### src/rtl/ld_pkg.sv
package ld_pkg;

   typedef enum logic [1:0] {
      RS_OUT   = 2'd0,
      RS_DAC   = 2'd1,
      RS_TDATA = 2'd2,
      RS_TCTL  = 2'd3
   } ld_reg_e;

   typedef enum logic [3:0] {
      ST_IDLE,
      ST_RD_OUT,
      ST_RD_DAC,
      ST_DAC_ON,
      ST_OUT_OFF,
      ST_SETTLE1,
      ST_OUT_CRT,
      ST_TDATA,
      ST_RD_TCTL,
      ST_ROUTE_ON,
      ST_SETTLE2,
      ST_SENSE,
      ST_ROUTE_OFF,
      ST_OUT_RST,
      ST_DAC_RST,
      ST_DONE
   } ld_state_e;

endpackage

### src/rtl/ld_settle_timer.sv
module ld_settle_timer #(
   parameter int SETTLE_W = 16
) (
   input  logic                clk,
   input  logic                rst_n,
   input  logic                load_i,
   input  logic [SETTLE_W-1:0] len_i,
   output logic                run_o,
   output logic                expire_o
);

   localparam logic [SETTLE_W-1:0] ONE = {{(SETTLE_W-1){1'b0}}, 1'b1};

   logic [SETTLE_W-1:0] cnt_q;
   logic                run_q;

   always_ff @(posedge clk or negedge rst_n) begin
      if (!rst_n) begin
         cnt_q <= '0;
         run_q <= 1'b0;
      end else if (load_i) begin
         cnt_q <= (len_i == '0) ? ONE : len_i;
         run_q <= 1'b1;
      end else if (run_q) begin
         if (cnt_q == ONE) run_q <= 1'b0;
         cnt_q <= cnt_q - ONE;
      end
   end

   assign run_o    = run_q;
   assign expire_o = run_q && (cnt_q == ONE);

   // a running interval never sits at a zero count
   p_count_live_r5: assert property (@(posedge clk) disable iff (!rst_n)
      run_q |-> (cnt_q != '0));

endmodule

### src/rtl/ld_word_shaper.sv
module ld_word_shaper
   import ld_pkg::*;
#(
   parameter int                 DATA_W     = 32,
   parameter int                 LVL_W      = 10,
   parameter int                 MODE_W     = 2,
   parameter logic [MODE_W-1:0]  TEST_MODE  = 2'd2,
   parameter logic [LVL_W-1:0]   TEST_LEVEL = 10'h140,
   parameter int                 PD_BIT     = 16,
   parameter int                 ROUTE_BIT  = 12,
   parameter int                 CRT_BIT    = 0,
   parameter logic [DATA_W-1:0]  OUT_KEEP   = 32'h0000_FEEE
) (
   input  ld_state_e          state_i,
   input  logic [DATA_W-1:0]  rdata_i,
   input  logic [DATA_W-1:0]  out_sav_i,
   input  logic [DATA_W-1:0]  dac_sav_i,
   input  logic [DATA_W-1:0]  tctl_sav_i,
   output logic [DATA_W-1:0]  wdata_o
);

   localparam int                LVL_CNT = 3;
   localparam int                USED_W  = LVL_CNT * LVL_W + MODE_W;
   localparam logic [DATA_W-1:0] BIT0    = {{(DATA_W-1){1'b0}}, 1'b1};
   localparam logic [DATA_W-1:0] PD_M    = BIT0 << PD_BIT;
   localparam logic [DATA_W-1:0] ROUTE_M = BIT0 << ROUTE_BIT;
   localparam logic [DATA_W-1:0] CRT_M   = BIT0 << CRT_BIT;

   logic [DATA_W-1:0] test_word;

   assign test_word[LVL_CNT*LVL_W +: MODE_W] = TEST_MODE;
   for (genvar g = 0; g < LVL_CNT; g++) begin : g_lvl
      assign test_word[g*LVL_W +: LVL_W] = TEST_LEVEL;
   end
   if (DATA_W > USED_W) begin : g_pad
      assign test_word[DATA_W-1:USED_W] = '0;
   end

   always_comb begin
      unique case (state_i)
         ST_DAC_ON:    wdata_o = rdata_i & ~PD_M;
         ST_OUT_OFF:   wdata_o = out_sav_i & OUT_KEEP;
         ST_OUT_CRT:   wdata_o = (out_sav_i & OUT_KEEP) | CRT_M;
         ST_TDATA:     wdata_o = test_word;
         ST_ROUTE_ON:  wdata_o = rdata_i | ROUTE_M;
         ST_ROUTE_OFF: wdata_o = tctl_sav_i & ~ROUTE_M;
         ST_OUT_RST:   wdata_o = out_sav_i;
         ST_DAC_RST:   wdata_o = dac_sav_i;
         default:      wdata_o = '0;
      endcase
   end

endmodule

### src/rtl/mon_load_detect.sv
module mon_load_detect
   import ld_pkg::*;
#(
   parameter int                 DATA_W     = 32,
   parameter int                 LVL_W      = 10,
   parameter int                 MODE_W     = 2,
   parameter logic [MODE_W-1:0]  TEST_MODE  = 2'd2,
   parameter logic [LVL_W-1:0]   TEST_LEVEL = 10'h140,
   parameter int                 SETTLE_W   = 16,
   parameter int                 SENSE_SYNC = 2,
   parameter int                 PD_BIT     = 16,
   parameter int                 ROUTE_BIT  = 12,
   parameter int                 CRT_BIT    = 0,
   parameter logic [DATA_W-1:0]  OUT_KEEP   = 32'h0000_FEEE
) (
   input  logic                clk,
   input  logic                rst_n,
   input  logic                start_i,
   input  logic [SETTLE_W-1:0] settle_len_i,
   input  logic                sense_i,
   output logic                reg_req_o,
   output logic                reg_we_o,
   output logic [1:0]          reg_sel_o,
   output logic [DATA_W-1:0]   reg_wdata_o,
   input  logic [DATA_W-1:0]   reg_rdata_i,
   output logic                busy_o,
   output logic                done_o,
   output logic                present_o
);

   // elaboration-time parameter checks
   if (DATA_W < 3 * LVL_W + MODE_W) begin : g_chk_w
      $error("test word does not fit the data width");
   end
   if (PD_BIT >= DATA_W || ROUTE_BIT >= DATA_W || CRT_BIT >= DATA_W) begin : g_chk_b
      $error("control bit position outside the data width");
   end
   if (SETTLE_W < 1 || SENSE_SYNC < 0) begin : g_chk_s
      $error("bad settle width or synchroniser depth");
   end

   ld_state_e           state_q, state_d;
   logic [SETTLE_W-1:0] settle_q;
   logic [DATA_W-1:0]   out_sav_q, dac_sav_q, tctl_sav_q;
   logic                present_q;
   logic                sense_s;
   logic                tmr_load, tmr_run, tmr_expire;
   ld_reg_e             sel;

   // comparator synchroniser: depth picked by parameter
   if (SENSE_SYNC == 0) begin : g_nosync
      assign sense_s = sense_i;
   end else begin : g_sync
      logic [SENSE_SYNC-1:0] sh_q;
      always_ff @(posedge clk or negedge rst_n) begin
         if (!rst_n) sh_q <= '0;
         else        sh_q <= SENSE_SYNC'({sh_q, sense_i});
      end
      assign sense_s = sh_q[SENSE_SYNC-1];
   end

   always_comb begin
      state_d = state_q;
      unique case (state_q)
         ST_IDLE:      if (start_i) state_d = ST_RD_OUT;
         ST_RD_OUT:    state_d = ST_RD_DAC;
         ST_RD_DAC:    state_d = ST_DAC_ON;
         ST_DAC_ON:    state_d = ST_OUT_OFF;
         ST_OUT_OFF:   state_d = ST_SETTLE1;
         ST_SETTLE1:   if (tmr_expire) state_d = ST_OUT_CRT;
         ST_OUT_CRT:   state_d = ST_TDATA;
         ST_TDATA:     state_d = ST_RD_TCTL;
         ST_RD_TCTL:   state_d = ST_ROUTE_ON;
         ST_ROUTE_ON:  state_d = ST_SETTLE2;
         ST_SETTLE2:   if (tmr_expire) state_d = ST_SENSE;
         ST_SENSE:     state_d = ST_ROUTE_OFF;
         ST_ROUTE_OFF: state_d = ST_OUT_RST;
         ST_OUT_RST:   state_d = ST_DAC_RST;
         ST_DAC_RST:   state_d = ST_DONE;
         ST_DONE:      state_d = ST_IDLE;
         default:      state_d = ST_IDLE;
      endcase
   end

   always_ff @(posedge clk or negedge rst_n) begin
      if (!rst_n) begin
         state_q    <= ST_IDLE;
         settle_q   <= '0;
         out_sav_q  <= '0;
         dac_sav_q  <= '0;
         tctl_sav_q <= '0;
         present_q  <= 1'b0;
      end else begin
         state_q <= state_d;
         if (state_q == ST_IDLE && start_i) settle_q   <= settle_len_i;
         if (state_q == ST_RD_DAC)          out_sav_q  <= reg_rdata_i;
         if (state_q == ST_DAC_ON)          dac_sav_q  <= reg_rdata_i;
         if (state_q == ST_ROUTE_ON)        tctl_sav_q <= reg_rdata_i;
         if (state_q == ST_SENSE)           present_q  <= sense_s;
      end
   end

   assign tmr_load = (state_q == ST_OUT_OFF) || (state_q == ST_ROUTE_ON);

   ld_settle_timer #(.SETTLE_W(SETTLE_W)) u_timer (
      .clk      (clk),
      .rst_n    (rst_n),
      .load_i   (tmr_load),
      .len_i    (settle_q),
      .run_o    (tmr_run),
      .expire_o (tmr_expire)
   );

   always_comb begin
      reg_req_o = 1'b1;
      reg_we_o  = 1'b1;
      sel       = RS_OUT;
      unique case (state_q)
         ST_RD_OUT:    reg_we_o = 1'b0;
         ST_RD_DAC:    begin reg_we_o = 1'b0; sel = RS_DAC; end
         ST_DAC_ON:    sel = RS_DAC;
         ST_OUT_OFF:   sel = RS_OUT;
         ST_OUT_CRT:   sel = RS_OUT;
         ST_TDATA:     sel = RS_TDATA;
         ST_RD_TCTL:   begin reg_we_o = 1'b0; sel = RS_TCTL; end
         ST_ROUTE_ON:  sel = RS_TCTL;
         ST_ROUTE_OFF: sel = RS_TCTL;
         ST_OUT_RST:   sel = RS_OUT;
         ST_DAC_RST:   sel = RS_DAC;
         default:      begin reg_req_o = 1'b0; reg_we_o = 1'b0; end
      endcase
   end

   assign reg_sel_o = sel;

   ld_word_shaper #(
      .DATA_W(DATA_W), .LVL_W(LVL_W), .MODE_W(MODE_W),
      .TEST_MODE(TEST_MODE), .TEST_LEVEL(TEST_LEVEL),
      .PD_BIT(PD_BIT), .ROUTE_BIT(ROUTE_BIT), .CRT_BIT(CRT_BIT),
      .OUT_KEEP(OUT_KEEP)
   ) u_shaper (
      .state_i    (state_q),
      .rdata_i    (reg_rdata_i),
      .out_sav_i  (out_sav_q),
      .dac_sav_i  (dac_sav_q),
      .tctl_sav_i (tctl_sav_q),
      .wdata_o    (reg_wdata_o)
   );

   assign busy_o    = (state_q != ST_IDLE);
   assign done_o    = (state_q == ST_DONE);
   assign present_o = present_q;

   p_first_op_r2: assert property (@(posedge clk) disable iff (!rst_n)
      $rose(busy_o) |-> (reg_req_o && !reg_we_o && reg_sel_o == 2'd0));

   p_quiet_settle_r5: assert property (@(posedge clk) disable iff (!rst_n)
      tmr_run |-> !reg_req_o);

   p_done_ends_r10: assert property (@(posedge clk) disable iff (!rst_n)
      done_o |=> !busy_o);

   p_busy_holds_r11: assert property (@(posedge clk) disable iff (!rst_n)
      (busy_o && !done_o) |=> busy_o);

   p_present_held_r12: assert property (@(posedge clk) disable iff (!rst_n)
      !busy_o |=> $stable(present_o));

endmodule

### config.mk
export PLATFORM = sky130hd
export DESIGN_NAME = mon_load_detect
export DESIGN_NICKNAME = d
export VERILOG_FILES = /design/src/rtl/ld_pkg.sv /design/src/rtl/ld_settle_timer.sv /design/src/rtl/ld_word_shaper.sv /design/src/rtl/mon_load_detect.sv
export SDC_FILE = /design/constraint.sdc
export NUM_CORES = 1
export LEC_CHECK = 0
export BUFFER_PORTS_ARGS = -buffer_cell sky130_fd_sc_hd__buf_2
export CAP_MARGIN = 20
export CORE_MARGIN = 10
export CORE_UTILIZATION = 57
export DETAILED_ROUTE_END_ITERATION = 8
export PLACE_DENSITY = 0.87
export SKIP_CTS_REPAIR_TIMING = 1
export SLEW_MARGIN = 20
export SYNTH_ARGS = -nofsm -noshare
export SYNTH_HDL_FRONTEND = slang
export SYNTH_SLANG_ARGS = --single-unit
### constraint.sdc
create_clock -name clk -period 2.5 [get_ports clk]
set_input_delay 0.5 -clock clk [delete_from_list [all_inputs] [get_ports clk]]
set_output_delay 0.5 -clock clk [all_outputs]
set_load 0.02 [all_outputs]
# Word level (Yosys, flattened, before mapping)
# Cells that the tools add are included.
[word_totals] ff_bits=136 in_bits=52 output_inout_bits=39 word_cells=55
[op_classes] addsub=1 eq_ne=19 n_mux=14 reduce_logical=12
[op_table] cell="$pmux W32 S8" count=1
[op_table] cell="$pmux W4 S16" count=1
[op_table] cell="$mux W16" count=3
[op_table] cell="$eq A4 B4 Y1 const B" count=8
[op_table] cell="$eq A16 B1 Y1 const B" count=1
[op_table] cell="$eq A4 B3 Y1 const B" count=4
[op_table] cell="$logic_not A16 Y1" count=1
[op_table] cell="$sub A16 B1 Y16 const B" count=1
[op_table] cell="$mux W4" count=3
[op_table] cell="$reduce_or A11 Y1" count=1
[op_table] cell="$eq A4 B2 Y1 const B" count=2
[op_table] cell="$reduce_or A8 Y1" count=1
[op_table] cell="$ne A2 B2 Y1 const B" count=3
[op_table] cell="$pmux W2 S3" count=1
[op_table] cell="$reduce_or A3 Y1" count=2
[op_table] cell="$mux W1" count=5
[op_table] cell="$eq A4 B1 Y1 const B" count=1
[op_table] cell="$logic_not A4 Y1" count=1
[op_table] cell="$reduce_bool A4 Y1" count=1
[op_table] cell="$reduce_and A3 Y1" count=1
[op_table] cell="$logic_and A1 B1 Y1" count=2
[op_table] cell="$reduce_bool A2 Y1" count=1
[op_table] cell="$logic_or A1 B1 Y1" count=1

# Depth between registers and ports, before layout
[logic_depth] word_depth=4 ltp_mapped=7 depth_no_buf=6

# Hierarchy
# Synthesis repeated with hierarchy kept, for this count alone.
[hier_totals] cells_unflattened=528 area_unflattened_um2=6696.4
[modules_own_cells] mod="mon_load_detect" instances=1 cells_per_inst=283 area_per_inst_um2=4644.5 seq_area_each_um2=2977.9
[modules_own_cells] mod="ld_word_shaper" instances=1 cells_per_inst=139 area_per_inst_um2=1042.2 seq_area_each_um2=0.0
[modules_own_cells] mod="ld_settle_timer" instances=1 cells_per_inst=106 area_per_inst_um2=1009.7 seq_area_each_um2=425.4

# Worst setup path before layout
# No wires, ideal clock.
[synth_timing] path_type="register -> output" start="register state_q[3]" end="output port reg_wdata_o[10]" arrival_ns=1.625 required_time_ns=2.000 slack_ns=0.375 path_stages_with_launch=8 path_buffers=3 path_cell_list="dfrtp_1 -> buf_2 -> nand2b_1 -> buf_2 -> a21boi_2 -> buf_2 -> a222oi_1 -> o21ai_1"
[synth_between] elab_chain_len=2 elab_cells_between_ends=9 cone_classes="eq/ne: 8; mux: 1"
[synth_lines] element="start, declared" line_no="mon_load_detect.sv:42" text="ld_state_e state_q, state_d;"
[synth_lines] element="start signal, assigned" line_no="mon_load_detect.sv:94" text="state_q <= state_d;"
[synth_lines] element="$eq A4 B4 Y1 (tied with other cells)" line_no="ld_word_shaper.sv:40" text="unique case (state_i)"
[synth_lines] element="$pmux W32 S8 *" line_no="ld_word_shaper.sv:40"
[synth_lines] element="end, declared" line_no="mon_load_detect.sv:24" text="output logic [DATA_W-1:0] reg_wdata_o,"
# Every way passes the cells marked *; elsewhere a longest branch is shown, timed or not.

# Worst setup path after layout
[layout_timing] start="register state_q[1]" end="output port reg_wdata_o[20]"
# The elaborated chain is that of the path after synthesis.

==> impl_metrics.tcl <==
set metrics [dict create \
    fmax_mhz 384.7 \
    clock_skew_ns 0.008678 \
    drv_slew 0 \
    final_util_pct 73.87 \
    die_area_sq_um 15910 \
    htreeDepth 4 \
    wl_per_cell_um 21.82 \
    cts.clk_slew.worst_paths_ns 0.06 \
    ys_seq_area_share_pct 52.60 \
    cp-end-kind "output port" \
    area_growth_pct 25.77 \
    syn_avg_cell_area_sq_um 11.63 \
    status "complete, but fails checks" \
    dp.cells 766 \
    dieWidth_um 126.1 \
    synth-seq-cells 135 \
    drt-total-wl_um 17760 \
    dpl-instance-area_sq_um 7094 \
    fillers 659 \
    numCtsBuffers 17 \
    synth_cell_types 58 \
    ff_latch_area_sq_um 3383 \
    antenna_cells 0 \
    async_reset_ff_share_pct 100.0 \
    final_cell_mix "dfrtp_1, buf_2, mux2_2" \
    vias 5149 \
    setup_viol 9 \
    drive_gt1_share_pct 39.02 \
    crit_chain "buf_12 > nand2b_2 > nor2_2 > buf_12 > a222oi_1 > nand2_1 > buf_6" \
    p_per_area_nw_per_um2 1453 \
    totalPowerFinal_w 0.01174 \
    rsz0062_at_grt "true" \
    ys.flop_type "dfrtp_1" \
    num_io_pins 91 \
    first_global_vias 5135 \
    violations "negative setup slack" \
    initial_core_util_pct 58.73 \
    yosys_warnings 0 \
    final_common_cell "dfrtp_1" \
    cts.sinks 135 \
    syn_area_sq_um 6422 \
    crit_path_frequent_cell "buf_12" \
    die_h_um 126.1 \
    drc 0 \
    track_usage_pct 20.26 \
    cp_num_buf_inv 3 \
    antenna_found_initial 0 \
    crit_fanout 27 \
    finalNonFillerCells 814 \
    syn_inst 552 \
    crit_slowest_cell "dfrtp_2" \
    initialDrtViolationCount 783 \
    ant_nets 0 \
    port_buffers 90 \
    arrival_ns 2.10 \
    hold_violations 0 \
    period_share_pct 104.0 \
    core-area_sq_um 10940 \
    cts_root_buf "clkbuf_16" \
    viasPerCell 6.326 \
    path_class "reg2out" \
    nets 716 \
    grt_max_degree 136 \
    leakagePower_nw 3.587 \
    synthesis.nets 606 \
    worstPathRequired_ns 2.00 \
    max-clock-path-buffers 2 \
    cp_slowest_stage_delay_ns 0.43 \
    multi_input_area_sq_um 2893 \
    cap_violations 0 \
    hold_path_class "in2reg" \
    holdWs_ns 0.1826 \
    period_needed_ns 2.600 \
    firstDrtPassIters 6 \
    clkLatencyLatePin_ns 0.42 \
    synth-edff-count 0 \
    crit_path_start_kind "register" \
    finalInstanceArea_sq_um 8078 \
    setup_ws_ns -0.09950 \
    crit_family "buffers and inverters" \
    grt_pass1_wl_um 26350 \
    ir_drop_mv 0.8853 \
    place_congestion 0.8307 \
    gr-total-overflow 0 \
    num_rows 38 \
    relSlewSlack_pct 51.21 \
    worst_slew_pin_slew_ns 0.7319 \
    dp_hpwl_um 10430 \
    cts_tree "yes" \
]
## routing by layer
metal  up-vias  GRT usage, %  part of all wire (%)
met3        61         5.327                   7.6
met5         -             0                     0
li1       2228             -                     -
met1      2561         24.57                    39
met4         0         9.511                   3.5
met2       299         33.01                    50
## path summary, 6_finish.rpt
kind | start | to | slack (ns) | cells after the start
setup / recovery | state_q[1] | reg_wdata_o[20] | -0.1 | 7
hold / removal | sense_i | g_sync.sh_q[0] | 0.18 | 1
setup reg to reg | state_q[2] | settle_q[14] | 0.34 | 6
hold reg to reg | g_sync.sh_q[0] | g_sync.sh_q[1] | 0.35 | 0
max in group asynchronous | rst_n | state_q[1] | 1.77 | 2
min in group asynchronous | rst_n | tctl_sav_q[6] | 0.20 | 2
## registers in the layout, summed over array words and instances, names as in the netlist
| signal | count |
|---|---|
| tctl_sav_q | 31 |
| u_timer.run_o | 1 |
| present_o | 1 |
| settle_q | 16 |
| state_q | 4 |
| dac_sav_q | 32 |
| u_timer.cnt_q | 16 |
| g_sync.sh_q | 2 |
| out_sav_q | 32 |
## where the power goes
part / switching, W / internal (W) / leakage, nW / total [W]
clock: 0.000903 / 0.00151 / 0.273 / 0.00241
sequential: 0.000793 / 0.00330 / 1.61 / 0.00409
combinational: 0.00280 / 0.00243 / 1.71 / 0.00523
## Yosys cell counts, drive strengths merged (4+ instances only)
library cell  number  area share [%]
dfrtp            135              53
mux2             100              18
nand2             59             3.5
o21ai             38             3.0
nor2              33             2.1
buf               25             2.2
a222oi            24             3.7
inv               20             1.2
a21oi             14             1.1
clkbuf            11            0.64
nor3               9             1.2
nor4               8             1.1
xnor2              8             1.1
xor2               6            0.82
nand2b             5            0.49
a221o              4            0.62
mux2i              4            0.62
nand3              4            0.31
nand4              4            0.49
## through the flow
stage | setup TNS, ns | setup WS, ns
floorplan | 0 | 0.3750
global placement | 0 | 0.2122
detailed placement | -0.03385 | -0.02162
CTS | -9.111 | -0.4975
global route | -1.518 | -0.1683
finish | -0.2340 | -0.09950
## kinds of logic after synthesis
kind of cell | Yosys count | synth area share [%]
and+or+nand+nor | 140 | 11.86
DFF | 135 | 52.60
muxes | 104 | 18.16
AOI/OAI and AO/OA | 101 | 11.05
buffers and inverters | 56 | 4.033
xor gates and xnor gates | 14 | 1.909
adders and majority gates | 2 | 0.3896
## area by class of cell
cell class / count / share of cell area [%]
multi-input combinational: 361 / 35.81
timing repair buffer: 127 / 12.19
clock buffer: 23 / 5.793
inverter: 20 / 0.9294
tap: 140 / 2.169
clock inverter: 8 / 1.224
sequential: 135 / 41.88
No activity file was read; power rests on OpenSTA's default activity.
